===== config.mk =====
export PLATFORM = sky130hd
export DESIGN_NAME = sys_cfg_ctrl
export DESIGN_NICKNAME = d
export VERILOG_FILES = /design/src/rtl/sys_cfg_pkg.sv /design/src/rtl/cfg_channel.sv /design/src/rtl/board_regs.sv /design/src/rtl/cfg_rdmux.sv /design/src/rtl/sys_cfg_ctrl.sv
export SDC_FILE = /design/constraint.sdc
export NUM_CORES = 1
export LEC_CHECK = 0
export ABC_AREA = 1
export BUFFER_PORTS_ARGS = -buffer_cell sky130_fd_sc_hd__buf_4
export CAP_MARGIN = 0
export CORE_MARGIN = 4
export CORE_UTILIZATION = 40
export CTS_CLUSTER_SIZE = 30
export DETAILED_ROUTE_END_ITERATION = 12
export SETUP_SLACK_MARGIN = 0.2
export SLEW_MARGIN = 20
export SYNTH_ARGS = -nofsm -noshare
export SYNTH_HDL_FRONTEND = slang
export SYNTH_SLANG_ARGS = --single-unit
export TNS_END_PERCENT = 1

===== constraint.sdc =====
create_clock -name clk -period 1.85 [get_ports clk]
set_clock_uncertainty 0.05 [all_clocks]
set_input_delay 0 -clock clk [delete_from_list [all_inputs] [get_ports clk]]
set_output_delay 0 -clock clk [all_outputs]
set_load 0.005 [all_outputs]

===== src/rtl/sys_cfg_pkg.sv =====
package sys_cfg_pkg;

    localparam int unsigned ADDR_W = 12;
    localparam int unsigned DATA_W = 32;
    localparam int unsigned LOOP_N = 8;

    // register offsets inside the 4 KB window
    localparam logic [ADDR_W-1:0] OFF_LIGHT = 12'h000;
    localparam logic [ADDR_W-1:0] OFF_LOCK  = 12'h004;
    localparam logic [ADDR_W-1:0] OFF_RTN   = 12'h0A0;
    localparam logic [ADDR_W-1:0] OFF_OUT   = 12'h0A4;
    localparam logic [ADDR_W-1:0] OFF_CTRL  = 12'h0A8;
    localparam logic [ADDR_W-1:0] OFF_STAT  = 12'h0AC;

    // control word layout
    localparam int unsigned DEV_LSB   = 0;
    localparam int unsigned DEV_W     = 12;
    localparam int unsigned FUNC_LSB  = 20;
    localparam int unsigned FUNC_W    = 6;
    localparam int unsigned WSEL_BIT  = 30;
    localparam int unsigned START_BIT = 31;

    localparam logic [FUNC_W-1:0] FUNC_OSC   = 6'd1;
    localparam logic [DATA_W-1:0] CTRL_RESET = 32'h0010_0000;
    // keeps device, function and write select; drops reserved and start
    localparam logic [DATA_W-1:0] CTRL_KEEP  = 32'h43F0_0FFF;

    typedef enum logic [1:0] {
        CH_CLEAR = 2'd0,
        CH_OK    = 2'd1,
        CH_FAULT = 2'd2
    } chan_state_e;

endpackage


===== src/rtl/cfg_channel.sv =====
module cfg_channel
    import sys_cfg_pkg::*;
#(
    parameter int unsigned            NUM_OSC   = 4,
    parameter logic [NUM_OSC*32-1:0]  OSC_RESET = '0
) (
    input  logic              clk,
    input  logic              rst_n,
    input  logic              ctrl_wr,
    input  logic              out_wr,
    input  logic [DATA_W-1:0] wdata,
    output logic [DATA_W-1:0] ctrl_q,
    output logic [DATA_W-1:0] out_q,
    output logic [DATA_W-1:0] rtn_q,
    output logic [1:0]        stat
);

    localparam logic [DEV_W-1:0] DEV_LIMIT = DEV_W'(NUM_OSC);

    chan_state_e state_q, state_d;

    logic [DEV_W-1:0]  dev;
    logic [FUNC_W-1:0] func;
    logic              start, wsel, sel_ok, go_ok;
    logic [NUM_OSC*32-1:0] osc_flat;
    logic [DATA_W-1:0] osc_rd;

    assign dev    = wdata[DEV_LSB +: DEV_W];
    assign func   = wdata[FUNC_LSB +: FUNC_W];
    assign start  = wdata[START_BIT];
    assign wsel   = wdata[WSEL_BIT];
    assign sel_ok = (func == FUNC_OSC) && (dev < DEV_LIMIT);
    assign go_ok  = ctrl_wr && start && sel_ok;

    // next state: only a control write moves the machine
    always_comb begin
        state_d = state_q;
        unique case (state_q)
            CH_CLEAR, CH_OK, CH_FAULT: begin
                if (ctrl_wr) begin
                    if (!start)      state_d = CH_CLEAR;
                    else if (sel_ok) state_d = CH_OK;
                    else             state_d = CH_FAULT;
                end
            end
            default: state_d = CH_CLEAR;
        endcase
    end

    // state register
    always_ff @(posedge clk or negedge rst_n) begin
        if (!rst_n) state_q <= CH_CLEAR;
        else        state_q <= state_d;
    end

    // status decode from state
    always_comb begin
        unique case (state_q)
            CH_CLEAR: stat = 2'b00;
            CH_OK:    stat = 2'b01;
            CH_FAULT: stat = 2'b11;
            default:  stat = 2'b00;
        endcase
    end

    // control and outgoing data registers
    always_ff @(posedge clk or negedge rst_n) begin
        if (!rst_n) begin
            ctrl_q <= CTRL_RESET;
            out_q  <= '0;
        end else begin
            if (ctrl_wr) ctrl_q <= wdata & CTRL_KEEP;
            if (out_wr)  out_q  <= wdata;
        end
    end

    // oscillator entries, one register per entry
    for (genvar g = 0; g < NUM_OSC; g++) begin : g_osc
        logic [DATA_W-1:0] ent_q;
        always_ff @(posedge clk or negedge rst_n) begin
            if (!rst_n)
                ent_q <= OSC_RESET[g*32 +: 32];
            else if (go_ok && wsel && (dev == DEV_W'(g)))
                ent_q <= out_q;
        end
        assign osc_flat[g*32 +: 32] = ent_q;
    end

    always_comb begin
        osc_rd = '0;
        for (int i = 0; i < NUM_OSC; i++) begin
            if (dev == DEV_W'(i)) osc_rd = osc_flat[i*32 +: 32];
        end
    end

    // return data register
    always_ff @(posedge clk or negedge rst_n) begin
        if (!rst_n)               rtn_q <= '0;
        else if (go_ok && !wsel)  rtn_q <= osc_rd;
    end

endmodule


===== src/rtl/board_regs.sv =====
module board_regs
    import sys_cfg_pkg::*;
#(
    parameter int unsigned NUM_LEDS = 8
) (
    input  logic                clk,
    input  logic                rst_n,
    input  logic                light_wr,
    input  logic [NUM_LEDS-1:0] light_wdata,
    input  logic                lock_wr,
    input  logic [LOOP_N-1:0]   mask_wdata,
    input  logic [LOOP_N-1:0]   lock_status,
    output logic [NUM_LEDS-1:0] light_q,
    output logic [DATA_W-1:0]   lock_word
);

    logic [LOOP_N-1:0] mask_q;
    logic              all_locked;

    always_ff @(posedge clk or negedge rst_n) begin
        if (!rst_n) begin
            light_q <= '0;
            mask_q  <= '0;
        end else begin
            if (light_wr) light_q <= light_wdata;
            if (lock_wr)  mask_q  <= mask_wdata;
        end
    end

    // loops outside the mask never hold the summary down
    assign all_locked = &(lock_status | ~mask_q);
    assign lock_word  = {mask_q, lock_status, 15'd0, all_locked};

endmodule


===== src/rtl/cfg_rdmux.sv =====
module cfg_rdmux
    import sys_cfg_pkg::*;
#(
    parameter int unsigned NUM_LEDS = 8
) (
    input  logic [ADDR_W-1:0]   addr,
    input  logic [NUM_LEDS-1:0] light_q,
    input  logic [DATA_W-1:0]   lock_word,
    input  logic [DATA_W-1:0]   rtn_q,
    input  logic [DATA_W-1:0]   out_q,
    input  logic [DATA_W-1:0]   ctrl_q,
    input  logic [1:0]          stat,
    output logic [DATA_W-1:0]   rdata
);

    always_comb begin
        rdata = '0;
        case (addr)
            OFF_LIGHT: rdata = DATA_W'(light_q);
            OFF_LOCK:  rdata = lock_word;
            OFF_RTN:   rdata = rtn_q;
            OFF_OUT:   rdata = out_q;
            OFF_CTRL:  rdata = ctrl_q;
            OFF_STAT:  rdata = {30'd0, stat};
            default:   rdata = '0;
        endcase
    end

endmodule


===== src/rtl/sys_cfg_ctrl.sv =====
module sys_cfg_ctrl
    import sys_cfg_pkg::*;
#(
    parameter int unsigned           NUM_OSC   = 4,
    parameter int unsigned           NUM_LEDS  = 8,
    parameter logic [NUM_OSC*32-1:0] OSC_RESET = '0
) (
    input  logic                clk,
    input  logic                rst_n,
    input  logic [11:0]         bus_addr,
    input  logic                bus_we,
    input  logic [31:0]         bus_wdata,
    output logic [31:0]         bus_rdata,
    input  logic [7:0]          lock_status,
    output logic [NUM_LEDS-1:0] led_out
);

    logic              ctrl_wr, out_wr, light_wr, lock_wr;
    logic [DATA_W-1:0] ctrl_q, out_q, rtn_q, lock_word;
    logic [1:0]        stat_w;

    assign ctrl_wr  = bus_we && (bus_addr == OFF_CTRL);
    assign out_wr   = bus_we && (bus_addr == OFF_OUT);
    assign light_wr = bus_we && (bus_addr == OFF_LIGHT);
    assign lock_wr  = bus_we && (bus_addr == OFF_LOCK);

    cfg_channel #(
        .NUM_OSC   (NUM_OSC),
        .OSC_RESET (OSC_RESET)
    ) u_chan (
        .clk     (clk),
        .rst_n   (rst_n),
        .ctrl_wr (ctrl_wr),
        .out_wr  (out_wr),
        .wdata   (bus_wdata),
        .ctrl_q  (ctrl_q),
        .out_q   (out_q),
        .rtn_q   (rtn_q),
        .stat    (stat_w)
    );

    board_regs #(
        .NUM_LEDS (NUM_LEDS)
    ) u_board (
        .clk         (clk),
        .rst_n       (rst_n),
        .light_wr    (light_wr),
        .light_wdata (bus_wdata[NUM_LEDS-1:0]),
        .lock_wr     (lock_wr),
        .mask_wdata  (bus_wdata[31:24]),
        .lock_status (lock_status),
        .light_q     (led_out),
        .lock_word   (lock_word)
    );

    cfg_rdmux #(
        .NUM_LEDS (NUM_LEDS)
    ) u_rdmux (
        .addr      (bus_addr),
        .light_q   (led_out),
        .lock_word (lock_word),
        .rtn_q     (rtn_q),
        .out_q     (out_q),
        .ctrl_q    (ctrl_q),
        .stat      (stat_w),
        .rdata     (bus_rdata)
    );

endmodule


## Yosys cells after proc, flatten, opt, wreduce, memory -nomap -nowiden

Cells that the tools add are included.
Widths: inputs -> output; s select.

| word-level totals | value |
|---|---|
| bits in registers | 229 |
| input port bits | 55 |
| logic and storage cells | 54 |

| cells by class | value |
|---|---|
| $lt $le $gt $ge | 1 |
| equal/unequal tests | 12 |
| multiplexer cells | 10 |
| bitwise logic cells | 2 |
| reduce and logical (&&, ||, !) cells | 19 |

Operators with widths:

| cell | count |
|---|---|
| $pmux 32 s6 | 1 |
| $mux 32 | 4 |
| $eq 12x8->1 const B | 4 |
| $eq 12x2->1 const B | 2 |
| $logic_not 12->1 | 2 |
| $logic_and 1x1->1 | 13 |
| $eq 12x1->1 const B | 1 |
| $eq 12x3->1 const B | 1 |
| $lt 12x3->1 const B | 1 |
| $mux 2 | 4 |
| $not 8->8 | 1 |
| $or 8x8->8 | 1 |
| $reduce_and 8->1 | 1 |
| $eq 6x1->1 const B | 1 |
| $pmux 2 s2 | 1 |
| $reduce_or 3->1 | 1 |
| $eq 2x1->1 const B | 1 |
| $eq 2x2->1 const B | 1 |
| $logic_not 2->1 | 1 |
| $ne 2x1->1 const B | 1 |
| $logic_not 1->1 | 1 |

## Longest topological paths before layout

| depth | value |
|---|---|
| depth after elaboration | 6 |
| mapped depth | 11 |
| mapped depth without buffers | 10 |

## Hierarchy

From an unflattened synthesis, not the netlist that was laid out.

| second synthesis, totals | value |
|---|---|
| cells, all modules | 1,461 |
| area, all modules | 11,786.3 sq um |

By module, submodules not included:

| module | instances | cells an instance | area an instance (sq um) | seq. area each (sq um) |
|---|---|---|---|---|
| cfg_channel | 1 | 1,090 | 9,451.6 | 5,331.4 |
| cfg_rdmux | 1 | 250 | 1,244.9 | 0.0 |
| board_regs | 1 | 86 | 948.4 | 400.4 |
| sys_cfg_ctrl | 1 | 35 | 141.4 | 0.0 |

## Worst setup path after synthesis

Ideal clock, no wire load.

| path | value |
|---|---|
| path type | input to register |
| start point | input port bus_addr[3] |
| end point | register u_board.light_q[4] |
| setup time | 0.126 ns |
| arrival | 1.165 ns |
| required time | 1.674 ns |
| setup slack | 0.509 ns |
| stages | 6 |
| buffers on the path | 2 |
| cells stage by stage | buf_2 -> nor3_1 -> nand2_1 -> nor2_1 -> buf_4 -> o21ai_0 |

| between the ends | value |
|---|---|
| longest elaborated chain between the ends | 2 |

RTL lines:

| what | RTL line | RTL |
|---|---|---|
| start, declared | sys_cfg_ctrl.sv:10 | `input logic [11:0] bus_addr,` |
| $logic_not 12->1 | sys_cfg_ctrl.sv:24 | `assign light_wr = bus_we && (bus_addr == OFF_LIGHT);` |
| $logic_and 1x1->1 | sys_cfg_ctrl.sv:24 |  |
| end signal, assigned | board_regs.sv:25 | `if (light_wr) light_q <= light_wdata;` |
| end, declared | board_regs.sv:13 | `output logic [NUM_LEDS-1:0] light_q,` |

Every way passes these cells.
A chain may end at the register's enable or synchronous reset.

## Worst setup path in the final report

| path | value |
|---|---|
| start point | register u_board.mask_q[1] |
| end point | output port bus_rdata[0] |

| between the ends | value |
|---|---|
| longest elaborated chain between the ends | 4 |

RTL lines:

| what | RTL line | RTL |
|---|---|---|
| start, declared | board_regs.sv:17 | `logic [LOOP_N-1:0] mask_q;` |
| start signal, assigned | board_regs.sv:26 | `if (lock_wr) mask_q <= mask_wdata;` |
| $not 8->8 | board_regs.sv:31 | `assign all_locked = &(lock_status \| ~mask_q);` |
| $or 8x8->8 | board_regs.sv:31 |  |
| $reduce_and 8->1 | board_regs.sv:31 |  |
| $pmux 32 s6 | cfg_rdmux.sv:18 | `case (addr)` |
| end, declared | sys_cfg_ctrl.sv:13 | `output logic [31:0] bus_rdata,` |

Every way passes these cells.

==> flow_metrics.env <==
export IMPL_status="finished, final reports clean"
export IMPL_worstSetupPathType="reg2out"
export IMPL_power_share_combinational=0.038
export IMPL_fin_hold_ws_ns=0.0433
export IMPL_synth_edff_count=0
export IMPL_post_route_antenna_net_violation_count=0
export IMPL_post_syn_instances=1390
export IMPL_timing_hold_worst_class="in2reg"
export IMPL_post_drt_via_cell_ratio=5.59
export IMPL_worstPathMaxFanout=2
export IMPL_timing_max_cap_violations=0
export IMPL_syn_cell_area_um2=11100
export IMPL_timing_final_crit_period_ns=1.71
export IMPL_yosysUniqueCellTypes=30
export IMPL_cts_root_to_sink_buffers=3
export IMPL_area_delta_synth_final_pct=24.3
export IMPL_finalInstanceArea_um2=13800
export IMPL_worst_reg2reg_path_depth=4
export IMPL_post_drt_wl_per_cell_um=19.1
export IMPL_chipWidth_um=174
export IMPL_grt_ovfl_total=0
export IMPL_worst_skew_pair_late_latency_ns=0.52
export IMPL_drive_above_1_share=0.141
export IMPL_critPathRequiredTime_ns=1.80
export IMPL_setup_viol=0
export IMPL_io_pins=95
export IMPL_dominantRegCellSynth="sky130_fd_sc_hd__dfrtp_1"
export IMPL_synth_top_area_frac=0.515
export IMPL_buffer_ports_inserted=94
export IMPL_ys_warn_count=0
export IMPL_sw_frac_of_total=0.213
export IMPL_seqPwrFrac=0.469
export IMPL_totalNegativeSetupSlack_ns=0
export IMPL_grt_use_total=0.234
export IMPL_cts_buffers_inserted=25
export IMPL_initial_core_util=0.408
export IMPL_fmax_ghz=0.585
export IMPL_final_nets=1553
export IMPL_grt_pass1_wl_um=58000
export IMPL_placementRows=60
export IMPL_yosysTopAreaCell="sky130_fd_sc_hd__dfrtp_1"
export IMPL_power_switching_uw=2280
export IMPL_fp_coreArea_um2=27100
export IMPL_floorplan_die_area_um2=30400
export IMPL_remaining_design_rule_violation_count=0
export IMPL_drv_slew=0
export IMPL_grt_max_degree=81
export IMPL_ys_seq_elements=229
export IMPL_slew_headroom=0.584
export IMPL_grt_antenna_before_repair=0
export IMPL_finalWorstSetupSlack_ns=0.140
export IMPL_die_height_um=174
export IMPL_clk_root_buffer_cell="sky130_fd_sc_hd__clkbuf_16"
export IMPL_dr_first_iter_drc_count=980
export IMPL_htreeDepth=1
export IMPL_yosysSeqAreaShare=0.518
export IMPL_arrival_ns=1.66
export IMPL_ys_async_sr_fraction=1.00
export IMPL_post_synth_cell_area_avg_um2=7.96
export IMPL_leakage_uw=0.00685
export IMPL_worst_pin_slew_ns=0.622
export IMPL_synth_area_top_cells="sky130_fd_sc_hd__dfrtp_1 (52%), sky130_fd_sc_hd__nand2_1 (17%), sky130_fd_sc_hd__nand4_1 (10%)"
export IMPL_antenna_cells_inserted=0
export IMPL_power_per_cell_area_nw_per_um2=778
export IMPL_grt_setup_unrepaired="true"
export IMPL_drt_pass1_iter_count=5
export IMPL_total_number_of_vias=10528
export IMPL_end_kind="primary output"
export IMPL_synthesis_nets=1447
export IMPL_hpwlAfterDp_um=21900
export IMPL_route_final_wire_length_um=36000
export IMPL_clock_power_share=0.493
export IMPL_peakVddDrop_v=0.000738
export IMPL_timing_critical_path_from_type="flip-flop"
export IMPL_grt_pass1_vias=10304
export IMPL_hold_fails_final_rpt=0
export IMPL_tritoncts_num_sinks=229
export IMPL_min_period_over_period=0.925
export IMPL_hold_depth=7
export IMPL_tritoncts_clock_tree="done"
export IMPL_placement_cell_area_um2=12400
export IMPL_cell_internal_pwr_uw=8430
export IMPL_place_congestion=0.806
export IMPL_path_clk_slew_ns=0.06
export IMPL_dp_worst_setup_slack_ns=0.134
export IMPL_total_power_uw=10700
==> cell families after synthesis <==
family,after synthesis,synth area share
AO/OA/AOI/OAI,89,0.0467
flip-flops,229,0.518
AND/OR/NAND/NOR,905,0.371
adder cells (fa/ha/maj),2,0.00226
buffers and inverters,165,0.0627
==> what timing repair did <==
item                                    in CTS  in global routing
pin swaps                                    1                  3
endpoints found under the hold margin      335                  0
resized for setup                            4                  3
endpoints found under the setup margin       2                134
hold buffers                                45                  0
buffers inserted                             1                  0
==> path summary, 6_finish.rpt <==
kind,start,slack (ns),end
worst max-delay path,u_board.mask_q[1]$_DFFE_PN0P_,0.14,bus_rdata[0]
worst min-delay path,bus_addr[0],0.04,u_chan.state_q[0]$_DFFE_PN0P_
worst max register to register,u_chan.g_osc[0].ent_q[5]$_DFFE_PN0P_,0.88,u_chan.rtn_q[5]$_DFFE_PN0P_
worst min register to register,u_chan.g_osc[2].ent_q[23]$_DFFE_PN0P_,0.42,u_chan.g_osc[2].ent_q[23]$_DFFE_PN0P_
max in group asynchronous,rst_n,0.50,u_chan.ctrl_q[20]$_DFFE_PN1P_
min in group asynchronous,rst_n,0.51,u_chan.g_osc[2].ent_q[9]$_DFFE_PN0P_
==> state kept, by name, summed over array words and instances, names as in the netlist <==
name	count
u_board.mask_q	8
u_chan.ctrl_q	19
u_chan.out_q	32
u_board.light_q	8
u_chan.state_q	2
u_chan.g_osc.ent_q	128
u_chan.rtn_q	32
==> worst max-delay path, cell delays in order, from the launching register on <==
cell,delay (ns)
sky130_fd_sc_hd__dfrtp_1,0.38
sky130_fd_sc_hd__inv_2,0.07
sky130_fd_sc_hd__o22ai_1,0.07
sky130_fd_sc_hd__nor2_1,0.11
sky130_fd_sc_hd__nand2_1,0.07
sky130_fd_sc_hd__nor2_2,0.14
sky130_fd_sc_hd__nor2_1,0.06
sky130_fd_sc_hd__nand3b_1,0.11
sky130_fd_sc_hd__buf_4,0.12
==> through the flow <==
| stage | util | instances |
|---|---|---|
| 4_1_cts | 0.508 | 1885 |
| 3_3_place_gp | 0.458 | 1795 |
| 2_1_floorplan | - | 1390 |
| 6_report | 0.508 | 1885 |
| 5_1_grt | 0.508 | 1885 |
| 3_5_place_dp | 0.458 | 1795 |
==> cell type report <==
class	instances	area [um2]
fillers	2592	13300
flip-flops and latches	229	5730
multi-input cells	996	4680
repair buffers	188	1790
clock buffers	31	708
well taps	372	465
inverters	56	210
clock inverters	13	168
==> power groups by stage <==
stage	clock network [uW]	registers, uW	logic (uW)
final	5280	5030	406
after global routing	5610	5020	448
after CTS	5400	5020	409
after detailed placement	0	5120	351
after global placement	0	5120	351
after floorplan	0	5110	78.2
==> metal layers <==
metal	wire, um	global-route usage	up-vias	part of all wire
met5	0	0	-	0
li1	-	-	4923	-
met1	16600	0.347	5132	0.46
met3	2750	0.0346	43	0.076
met4	561	0.0511	0	0.016
met2	16200	0.366	430	0.45
==> placed cells by master (no fill, tap or decap), drive strengths merged <==
cell and count:
nand3 166, clkbuf 31, clkinv 8, dlygate4sd3 45
buf 143, bufinv 4, nand4 178, nand2 510
dfrtp 228, nand3b 1, nor3 4, a31oi 3
o211ai 5, a22o 4, inv 56, dfstp 1
o21ai 61, o2111ai 8, o22ai 4, ha 2
a21oi 2, nor2 45, clkinvlp 1, o21a 2
and2 1
==> cell usage after synthesis, types with 5 or more instances <==
cell	number
sky130_fd_sc_hd__nand4_1	178
sky130_fd_sc_hd__inv_1	54
sky130_fd_sc_hd__buf_2	51
sky130_fd_sc_hd__clkbuf_1	53
sky130_fd_sc_hd__nand2_1	509
sky130_fd_sc_hd__nand3_1	165
sky130_fd_sc_hd__nor2_2	5
sky130_fd_sc_hd__o21ai_0	61
sky130_fd_sc_hd__o211ai_1	5
sky130_fd_sc_hd__dfrtp_1	228
sky130_fd_sc_hd__o2111ai_1	8
sky130_fd_sc_hd__nor2_1	38
No activity file was read; power rests on OpenSTA's default activity.
